$ cat config.mk
export PLATFORM = sky130hd
export DESIGN_NAME = tdm_chain_out
export DESIGN_NICKNAME = d
export VERILOG_FILES = /design/src/rtl/tdm_chain_pkg.sv /design/src/rtl/tdm_fsync_gen.sv /design/src/rtl/tdm_frame_pos.sv /design/src/rtl/tdm_subframe_shift.sv /design/src/rtl/tdm_delay_line.sv /design/src/rtl/tdm_chain_out.sv
export SDC_FILE = /design/constraint.sdc
export NUM_CORES = 1
export LEC_CHECK = 0
export BUFFER_PORTS_ARGS = -buffer_cell sky130_fd_sc_hd__buf_2
export CAP_MARGIN = 0
export CORE_ASPECT_RATIO = 1.75
export CORE_MARGIN = 1.5
export CORE_UTILIZATION = 57
export DETAILED_ROUTE_END_ITERATION = 16
export GPL_ROUTABILITY_DRIVEN = 1
export PLACE_DENSITY = 0.78
export SYNTH_ARGS = -nofsm -noshare
export SYNTH_HDL_FRONTEND = slang
export SYNTH_SLANG_ARGS = --single-unit
$ cat constraint.sdc
create_clock -name clk -period 3.5 [get_ports clk]
set_input_delay 0.875 -clock clk [delete_from_list [all_inputs] [get_ports clk]]
set_output_delay 0.875 -clock clk [all_outputs]
set_load 0.02 [all_outputs]
$ cat src/rtl/tdm_chain_pkg.sv
package tdm_chain_pkg;

    localparam int SLOT_W = 32;
    localparam int SUB_W  = 2 * SLOT_W;

    typedef enum logic [1:0] {
        REG_IDLE = 2'd0,
        REG_OWN  = 2'd1,
        REG_PASS = 2'd2
    } region_e;

    typedef struct packed {
        logic [SLOT_W-1:0] left;
        logic [SLOT_W-1:0] right;
    } subframe_t;

    function automatic int frame_bits(input int n_dev);
        return n_dev * SUB_W;
    endfunction

    // Move a right-aligned sample to the top of its slot; low bits become 0.
    function automatic logic [SLOT_W-1:0] justify(input logic [SLOT_W-1:0] raw,
                                                  input int width);
        return raw << (SLOT_W - width);
    endfunction

endpackage

$ cat src/rtl/tdm_fsync_gen.sv
module tdm_fsync_gen
    import tdm_chain_pkg::*;
#(
    parameter int FRAME = 256
) (
    input  logic clk,
    input  logic rst,
    output logic pulse
);
    localparam int DIV_W = (FRAME > 1) ? $clog2(FRAME) : 1;
    localparam logic [DIV_W-1:0] LAST = DIV_W'(FRAME - 1);

    logic [DIV_W-1:0] cnt_q;
    logic             pulse_q;

    always_ff @(posedge clk) begin
        if (rst) begin
            cnt_q   <= '0;
            pulse_q <= 1'b0;
        end else begin
            pulse_q <= (cnt_q == LAST);
            cnt_q   <= (cnt_q == LAST) ? '0 : cnt_q + 1'b1;
        end
    end

    assign pulse = pulse_q;
endmodule

$ cat src/rtl/tdm_frame_pos.sv
module tdm_frame_pos
    import tdm_chain_pkg::*;
#(
    parameter int FRAME = 256
) (
    input  logic    clk,
    input  logic    rst,
    input  logic    sync,
    output region_e nxt_region,
    output logic    nxt_start
);
    localparam int POS_W = $clog2(FRAME + 1);
    localparam logic [POS_W-1:0] LAST    = POS_W'(FRAME - 1);
    localparam logic [POS_W-1:0] OWN_END = POS_W'(SUB_W);

    logic [POS_W-1:0] pos_q, pos_d;
    logic             active_q, active_d;

    always_comb begin
        nxt_start = sync;
        if (sync) begin
            pos_d    = '0;
            active_d = 1'b1;
        end else if (active_q && pos_q != LAST) begin
            pos_d    = pos_q + 1'b1;
            active_d = 1'b1;
        end else begin
            pos_d    = '0;
            active_d = 1'b0;
        end

        if (!active_d)
            nxt_region = REG_IDLE;
        else if (pos_d < OWN_END)
            nxt_region = REG_OWN;
        else
            nxt_region = REG_PASS;
    end

    always_ff @(posedge clk) begin
        if (rst) begin
            pos_q    <= '0;
            active_q <= 1'b0;
        end else begin
            pos_q    <= pos_d;
            active_q <= active_d;
        end
    end
endmodule

$ cat src/rtl/tdm_subframe_shift.sv
module tdm_subframe_shift
    import tdm_chain_pkg::*;
(
    input  logic      clk,
    input  logic      rst,
    input  logic      load,
    input  logic      shift,
    input  subframe_t data,
    output logic      head
);
    logic [SUB_W-1:0] sr_q;

    assign head = load ? data[SUB_W-1] : sr_q[SUB_W-1];

    always_ff @(posedge clk) begin
        if (rst)
            sr_q <= '0;
        else if (load)
            sr_q <= data << 1;
        else if (shift)
            sr_q <= sr_q << 1;
    end
endmodule

$ cat src/rtl/tdm_delay_line.sv
module tdm_delay_line #(
    parameter int DEPTH = 63
) (
    input  logic clk,
    input  logic rst,
    input  logic din,
    output logic tap
);
    logic [DEPTH-1:0] stage_q;

    generate
        if (DEPTH == 1) begin : g_single
            always_ff @(posedge clk) begin
                if (rst) stage_q <= '0;
                else     stage_q <= din;
            end
        end else begin : g_chain
            always_ff @(posedge clk) begin
                if (rst) stage_q <= '0;
                else     stage_q <= {stage_q[DEPTH-2:0], din};
            end
        end
    endgenerate

    assign tap = stage_q[DEPTH-1];
endmodule

$ cat src/rtl/tdm_chain_out.sv
module tdm_chain_out
    import tdm_chain_pkg::*;
#(
    parameter int N_DEV    = 4,
    parameter int SAMPLE_W = 24,
    parameter bit MASTER   = 1'b1
) (
    input  logic                clk,
    input  logic                rst,
    input  logic                fsync_in,
    input  logic [SAMPLE_W-1:0] left_in,
    input  logic [SAMPLE_W-1:0] right_in,
    input  logic                sdi,
    output logic                sdo,
    output logic                fsync_out
);
    localparam int FRAME = frame_bits(N_DEV);

    logic      fs_int;
    logic      pass_bit;
    logic      own_head;
    logic      nxt_start;
    region_e   nxt_region;
    subframe_t pair_d;
    logic      sdo_q;

    // Frame sync source
    generate
        if (MASTER) begin : g_master
            logic gen_pulse;
            logic unused_fsync_in;
            assign unused_fsync_in = fsync_in;
            tdm_fsync_gen #(.FRAME(FRAME)) i_fsync_gen (
                .clk  (clk),
                .rst  (rst),
                .pulse(gen_pulse)
            );
            assign fs_int    = gen_pulse;
            assign fsync_out = gen_pulse;
        end else begin : g_slave
            assign fs_int    = fsync_in;
            assign fsync_out = fsync_in;
        end
    endgenerate

    tdm_frame_pos #(.FRAME(FRAME)) i_frame_pos (
        .clk       (clk),
        .rst       (rst),
        .sync      (fs_int),
        .nxt_region(nxt_region),
        .nxt_start (nxt_start)
    );

    assign pair_d.left  = justify(SLOT_W'(left_in),  SAMPLE_W);
    assign pair_d.right = justify(SLOT_W'(right_in), SAMPLE_W);

    tdm_subframe_shift i_own_shift (
        .clk  (clk),
        .rst  (rst),
        .load (nxt_start),
        .shift((nxt_region == REG_OWN) && !nxt_start),
        .data (pair_d),
        .head (own_head)
    );

    // Upstream forwarding exists only when the chain has more than one device
    generate
        if (N_DEV > 1) begin : g_forward
            tdm_delay_line #(.DEPTH(SUB_W - 1)) i_delay (
                .clk(clk),
                .rst(rst),
                .din(sdi),
                .tap(pass_bit)
            );
        end else begin : g_no_forward
            logic unused_sdi;
            assign unused_sdi = sdi;
            assign pass_bit   = 1'b0;
        end
    endgenerate

    always_ff @(posedge clk) begin
        if (rst) begin
            sdo_q <= 1'b0;
        end else begin
            unique case (nxt_region)
                REG_OWN:  sdo_q <= own_head;
                REG_PASS: sdo_q <= pass_bit;
                default:  sdo_q <= 1'b0;
            endcase
        end
    end

    assign sdo = sdo_q;
endmodule

==> flow_metrics.py, run 1 <==
metrics = {
    "sta": {
        "setup_viol": 0,
        "finalClockSkew_ns": 0.00607,
        "hold_viol_final": 0,
        "layout_min_cycle_time_ns": 3.20,
        "period_share_pct": 91.5,
        "fmax_ghz": 0.312,
        "relSlewSlack_pct": 56.5,
        "slew_violations": 0,
        "tightestPinTransition_ns": 0.653,
        "timing.final.ws_setup_ns": 0.297,
        "rsz0062_at_grt": "false",
        "fin_tns_setup_ns": 0,
    },
    "synthesis": {
        "synth-main-ff-cell": "dfxtp_1",
        "synth_cells": 430,
        "yosysTopAreaCellShare_pct": 56.6,
        "syn_area_mm2": 0.00488,
        "avgSynthCellArea_um2": 11.4,
        "yosysWarnings": 0,
        "postSynth.asyncResetShare_pct": 0,
        "synth_area_leaders": "dfxtp_1 (57%), a221o_1 (9.2%), nor2b_1 (8.3%)",
        "synth.distinct_cells": 45,
        "synthesis.nets": 485,
        "synth.yosys.seq_area_share_pct": 56.6,
        "yosys_register_bits": 138,
        "yosysTopAreaCell": "dfxtp_1",
        "synth_edf_count": 0,
    },
    "place": {
        "place_ws_ns": 0.424,
        "gp_congestion": 0.808,
        "dp_hpwl_um": 5290,
        "port_buffers": 52,
        "dpl_cell_area_mm2": 0.00516,
    },
    "hold_path": {
        "min-delay-start": "g_forward.i_delay.stage_q[44]",
        "hp-class": "flip-flop to flip-flop",
        "whs_path_depth": 1,
        "hold-path-endpoint": "g_forward.i_delay.stage_q[45]",
    },
    "worst_setup_path": {
        "rr_startpoint": "i_frame_pos.pos_q[0]",
        "cp.required_ns": 3.85,
        "critPathMaxFanout": 31,
        "critPathBufInv": 1,
        "timing.rr.end": "i_own_shift.sr_q[62]",
        "end_kind": "flip-flop",
        "reg2reg_slack_ns": 0.30,
        "max_stage_delay_ns": 0.51,
        "cp_common_cell": "ha_1",
        "cp_cell_sequence": "ha_1 > nand4_2 > nor2_1 > and3_1 > ha_1 > and4bb_1 > o2111ai_4 > a21oi_4 > buf_4 > a221o_1",
        "r2r_cells": 10,
        "crit_type": "flip-flop to flip-flop",
        "crit_slowest_cell": "and4bb_1",
        "cp.arrival_ns": 3.55,
        "path_delay_family": "simple AND/OR/NAND/NOR gates",
        "cp-start-kind": "flip-flop",
    },
    "floorplanning": {
        "die_area_mm2": 0.00915,
        "die_w_um": 73.0,
        "die_y_um": 125,
        "row_count": 44,
        "coreArea_mm2": 0.00831,
        "io_pins": 54,
        "initial_core_util_pct": 58.7,
    },
    "cts": {
        "ctsResizeCount": 0,
        "clock_sinks": 138,
        "insertion_delay_ns": 0.41,
        "cts_root_buffer": "clkbuf_16",
        "h-tree-depth": 4,
        "tritoncts": "yes",
        "post_cts_buffers": 0,
        "clkTransAtPathRegs_ns": 0.06,
        "cts_buffers": 17,
        "clock_path_buffers": 2,
        "hold_buffers": 0,
    },
    "cells_and_area": {
        "n_antenna_cell": 0,
        "num-fill-cells": 594,
        "area_growth_pct": 19.1,
        "layout-drive-gt1-share_pct": 26.1,
        "final_cell_area_mm2": 0.00581,
        "nets": 538,
    },
    "outcome": {
        "outcome": "finished, final reports clean",
    },
    "detailed_routing": {
        "final_antenna_net_count": 0,
        "drt-initial-drc-count": 226,
        "drc": 0,
        "wl_um": 8540,
        "wl_per_cell_um": 14.0,
        "firstDrtPassIters": 4,
        "drt-vias-per-instance": 5.38,
        "num_vias": 3281,
    },
    "global_route": {
        "grt_max_degree": 73,
        "grt_pass1_vias": 3123,
        "grt-ovfl-total": 0,
        "grt_pass1_wl_um": 14100,
        "grt_usage_pct": 19.8,
        "antenna_found_initial": 0,
    },
    "power_and_ir_drop": {
        "vdd_drop_max_mv": 0.503,
        "p_total_mw": 3.57,
        "p_leak_nw": 2.34,
        "p_per_area_mw_per_mm2": 615,
    },
    "job": {
        "cap_violations": 0,
    },
}
-- report_power, final --
part	internal, mW	total [mW]	switching [mW]
sequential	1.58	1.58	0.00282
clock	1.30	1.94	0.638
combinational	0.0273	0.0590	0.0317
-- worst register-to-register path: cells and delay by family, from the launching register on --
family	cells	cell delay (ns)
DFF	1	0.42
buffers and inverters	1	0.33
adders and majority gates	2	0.44
and+or+nand+nor	4	1.18
AOI/OAI and AO/OA	3	0.78
-- state kept, by name, summed over array words and instances (netlist names) --
register	count
i_frame_pos.pos_q	9
g_master.i_fsync_gen.pulse	1
g_forward.i_delay.stage_q	63
i_frame_pos.active_q	1
sdo	1
g_master.i_fsync_gen.cnt_q	8
i_own_shift.sr_q	55
-- logic make-up after synthesis --
| logic type | count (synthesis) | synth area share [%] |
|---|---|---|
| and+or+nand+nor | 170 | 21.6 |
| DFF | 138 | 56.6 |
| AOI/OAI and AO/OA | 81 | 15.5 |
| buffers and inverters | 28 | 3.79 |
| xor gates and xnor gates | 10 | 1.79 |
| adders and majority gates | 3 | 0.769 |
-- per-layer routing --
| metal | track usage (%) | vias up | share of wire (%) |
|---|---|---|---|
| met2 | 31.7 | 76 | 50 |
| li1 | - | 1623 | - |
| met1 | 23.8 | 1569 | 44 |
| met4 | 8.44 | 0 | 1.5 |
| met3 | 6.77 | 13 | 5.0 |
| met5 | 0 | - | 0 |
-- area by class of cell --
type | instances | area (um2) | area share, %
clock buffer | 20 | 457 | 7.85
clock inverter | 11 | 193 | 3.31
inverter | 4 | 15.0 | 0.258
multi-input combinational | 264 | 1940 | 33.3
sequential | 138 | 2760 | 47.5
tap | 115 | 144 | 2.47
timing repair buffer | 58 | 305 | 5.25
-- through the flow --
| step | instances | hold WS (ns) | utilization [%] |
|---|---|---|---|
| after global routing | 610 | 0.443 | 69.9 |
| after floorplan | 430 | 0.414 | - |
| final | 610 | 0.427 | 69.9 |
| after CTS | 610 | 0.430 | 69.9 |
| after global placement | 579 | 0.423 | 62.1 |
| after detailed placement | 579 | 0.423 | 62.1 |
-- cell usage after synthesis, types with 2 or more instances --
master / count
nor2b_1: 65
buf_6: 8
o21ai_0: 2
nor2_1: 20
a221o_1: 45
and2_1: 18
nand3_1: 11
nand4_1: 2
inv_1: 4
xor2_1: 6
buf_4: 4
xnor2_1: 4
and3_1: 3
dfxtp_1: 138
ha_1: 3
a21oi_1: 11
nand2_1: 8
and4_1: 2
or3_1: 2
or2_1: 2
clkbuf_1: 8
buf_2: 4
and2_2: 29
o211ai_1: 10
-- worst max path at each step --
stage                               startpoint                    to  slack, ns  cells after the start
after detailed placement  i_frame_pos.pos_q[0]  i_own_shift.sr_q[57]       0.42                     10
after global placement    i_frame_pos.pos_q[0]  i_own_shift.sr_q[61]       0.52                     10
final                     i_frame_pos.pos_q[0]  i_own_shift.sr_q[62]       0.30                     10
after floorplan           i_frame_pos.pos_q[0]  i_own_shift.sr_q[62]       0.90                     11
after CTS                 i_frame_pos.pos_q[0]  i_own_shift.sr_q[62]       0.35                     10
after global routing      i_frame_pos.pos_q[0]  i_own_shift.sr_q[62]       0.08                     10
-- layout by cell type, fill, tap and decap left out, drive strengths merged, types with 2 or more instances in the layout --
cell | synthesis | routed
xnor2 | 4 | 4
nor2b | 65 | 65
nand3 | 11 | 11
or3 | 2 | 2
o211a | 2 | 2
xor2 | 6 | 6
a21oi | 12 | 12
inv | 4 | 5
clkinvlp | 0 | 2
o2111ai | 2 | 2
clkinv | 0 | 3
a221o | 45 | 45
a31oi | 2 | 2
ha | 3 | 3
buf | 16 | 58
o211ai | 11 | 11
and2 | 47 | 47
bufinv | 0 | 5
dfxtp | 138 | 138
o21ai | 2 | 2
nand4 | 3 | 3
clkbuf | 8 | 20
or2 | 2 | 2
nand2 | 8 | 8
nor2 | 20 | 20
and3 | 3 | 3
and4 | 3 | 3
Note: power is estimated with default switching activity, not from simulation.
==> run 2, diff against run 1 <==
Settings changed: CORE_MARGIN 1.5 to 1.
==> run 2 against run 1 <==
Compared with the run above: worst hold slack improved by 0.00085 ns; count of clock-buffer cells in the layout down 1; combinational power is essentially flat; die area down 2.2%; wire length down 0.80%; clock power down 7%; flip-flop and latch count unchanged; global-route usage up 1.0 points; sequential power about the same; total power down 3.5%; critical path type unchanged; largest cell class unchanged.
==> flow_metrics.py, run 2 (synthesis gave the netlist of run 1 again) <==
metrics = {
    "outcome": {
        "outcome": "finished, final reports clean",
    },
    "cts": {
        "clock_sinks": 138,
        "clock_path_buffers": 2,
        "cts_root_buffer": "clkbuf_16",
        "ctsResizeCount": 0,
        "clkTransAtPathRegs_ns": 0.06,
        "post_cts_buffers": 0,
        "tritoncts": "yes",
        "cts_buffers": 17,
        "hold_buffers": 0,
        "h-tree-depth": 4,
        "insertion_delay_ns": 0.41,
    },
    "place": {
        "dp_hpwl_um": 5130,
        "dpl_cell_area_mm2": 0.00516,
        "place_ws_ns": 0.345,
        "gp_congestion": 0.782,
        "port_buffers": 52,
        "dp_cells": 579,
    },
    "worst_setup_path": {
        "path_delay_family": "simple AND/OR/NAND/NOR gates",
        "cp.required_ns": 3.85,
        "cp-start-kind": "flip-flop",
        "max_stage_delay_ns": 0.53,
        "crit_slowest_cell": "and4bb_1",
        "cp.arrival_ns": 3.55,
        "end_kind": "flip-flop",
        "cp_cell_sequence": "ha_1 > nand4_2 > nor2_1 > and3_1 > ha_1 > and4bb_1 > o2111ai_4 > a21oi_4 > buf_4 > a221o_1",
        "cp_common_cell": "ha_1",
        "critPathMaxFanout": 31,
        "crit_type": "flip-flop to flip-flop",
        "critPathBufInv": 1,
    },
    "detailed_routing": {
        "drt-vias-per-instance": 5.35,
        "wl_um": 8470,
        "wl_per_cell_um": 13.9,
        "drc": 0,
        "num_vias": 3271,
        "firstDrtPassIters": 4,
        "drt-initial-drc-count": 134,
        "final_antenna_net_count": 0,
    },
    "sta": {
        "setup_viol": 0,
        "rsz0062_at_grt": "false",
        "slew_violations": 0,
        "hold_ws_ns": 0.428,
        "fin_tns_setup_ns": 0,
        "relSlewSlack_pct": 56.3,
        "layout_min_cycle_time_ns": 3.20,
        "tightestPinTransition_ns": 0.656,
        "hold_viol_final": 0,
        "finalClockSkew_ns": 0.00692,
        "period_share_pct": 91.5,
        "timing.final.ws_setup_ns": 0.297,
        "fmax_ghz": 0.312,
    },
    "power_and_ir_drop": {
        "p_leak_nw": 2.32,
        "p_per_area_mw_per_mm2": 597,
        "p_total_mw": 3.45,
        "vdd_drop_max_mv": 0.449,
    },
    "cells_and_area": {
        "n_antenna_cell": 0,
        "layout-drive-gt1-share_pct": 26.2,
        "nets": 538,
        "fin_cells": 611,
        "reg.largest.list": "g_forward.i_delay.stage_q: 63 flops, i_own_shift.sr_q: 55 flops, i_frame_pos.pos_q: 9 flops",
        "final_cell_area_mm2": 0.00578,
        "largest_reg_flops": 63,
        "final_common_cell": "dfxtp_1",
        "final_util_pct": 69.5,
        "final_cell_mix": "dfxtp_1 (138), nor2b_1 (64), buf_2 (52)",
        "num-fill-cells": 625,
        "top_register": "g_forward.i_delay.stage_q",
        "area_growth_pct": 18.3,
    },
    "job": {
        "cap_violations": 0,
    },
    "floorplanning": {
        "die_y_um": 124,
        "initial_core_util_pct": 58.7,
        "die_w_um": 72.0,
        "coreArea_mm2": 0.00831,
        "die_area_mm2": 0.00896,
        "io_pins": 54,
        "row_count": 44,
    },
    "global_route": {
        "grt_usage_pct": 20.8,
        "grt-ovfl-total": 0,
        "grt_max_degree": 73,
        "grt_pass1_vias": 3272,
        "antenna_found_initial": 0,
        "grt_pass1_wl_um": 14400,
    },
    "hold_path": {
        "hp-class": "flip-flop to flip-flop",
    },
}
[run 2: final timing paths]
kind	startpoint	slack (ns)	to	cells after the start
worst min-delay path	g_forward.i_delay.stage_q[47]	0.43	g_forward.i_delay.stage_q[48]	1
worst max register to register	i_frame_pos.pos_q[0]	0.30	i_own_shift.sr_q[43]	10
worst min register to register	g_forward.i_delay.stage_q[47]	0.43	g_forward.i_delay.stage_q[48]	1
worst max-delay path	i_frame_pos.pos_q[0]	0.30	i_own_shift.sr_q[43]	10
[run 2: cell type report]
class | instances | area (um2) | share of cell area [%]
Clock buffer | 19 | 443 | 7.67
Clock inverter | 13 | 168 | 2.90
Inverter | 4 | 15.0 | 0.260
Multi-Input combinational cell | 264 | 1940 | 33.6
Sequential cell | 138 | 2760 | 47.8
Tap cell | 115 | 144 | 2.49
Timing Repair Buffer | 58 | 305 | 5.29
[run 2: worst reg2reg max path, stage by stage, from the launching register on]
cell and delay (ns):
dfxtp_1 0.40, ha_1 0.26, nand4_2 0.24, nor2_1 0.23, and3_1 0.19, ha_1 0.18
and4bb_1 0.53, o2111ai_4 0.31, a21oi_4 0.23, buf_4 0.33, a221o_1 0.24
[run 2: power breakdown]
| group | internal, mW | switching, mW | total, mW |
|---|---|---|---|
| Clock | 1.14 | 0.667 | 1.81 |
| Sequential | 1.58 | 0.00284 | 1.58 |
| Combinational | 0.0273 | 0.0314 | 0.0587 |
[run 2: layer usage]
layer,wire length (um),vias to the layer above,global-route usage (%)
li1,-,1628,-
met1,3690,1557,23.3
met2,4290,66,34.7
met3,324,20,7.36
met4,169,0,9.80
met5,0,-,0
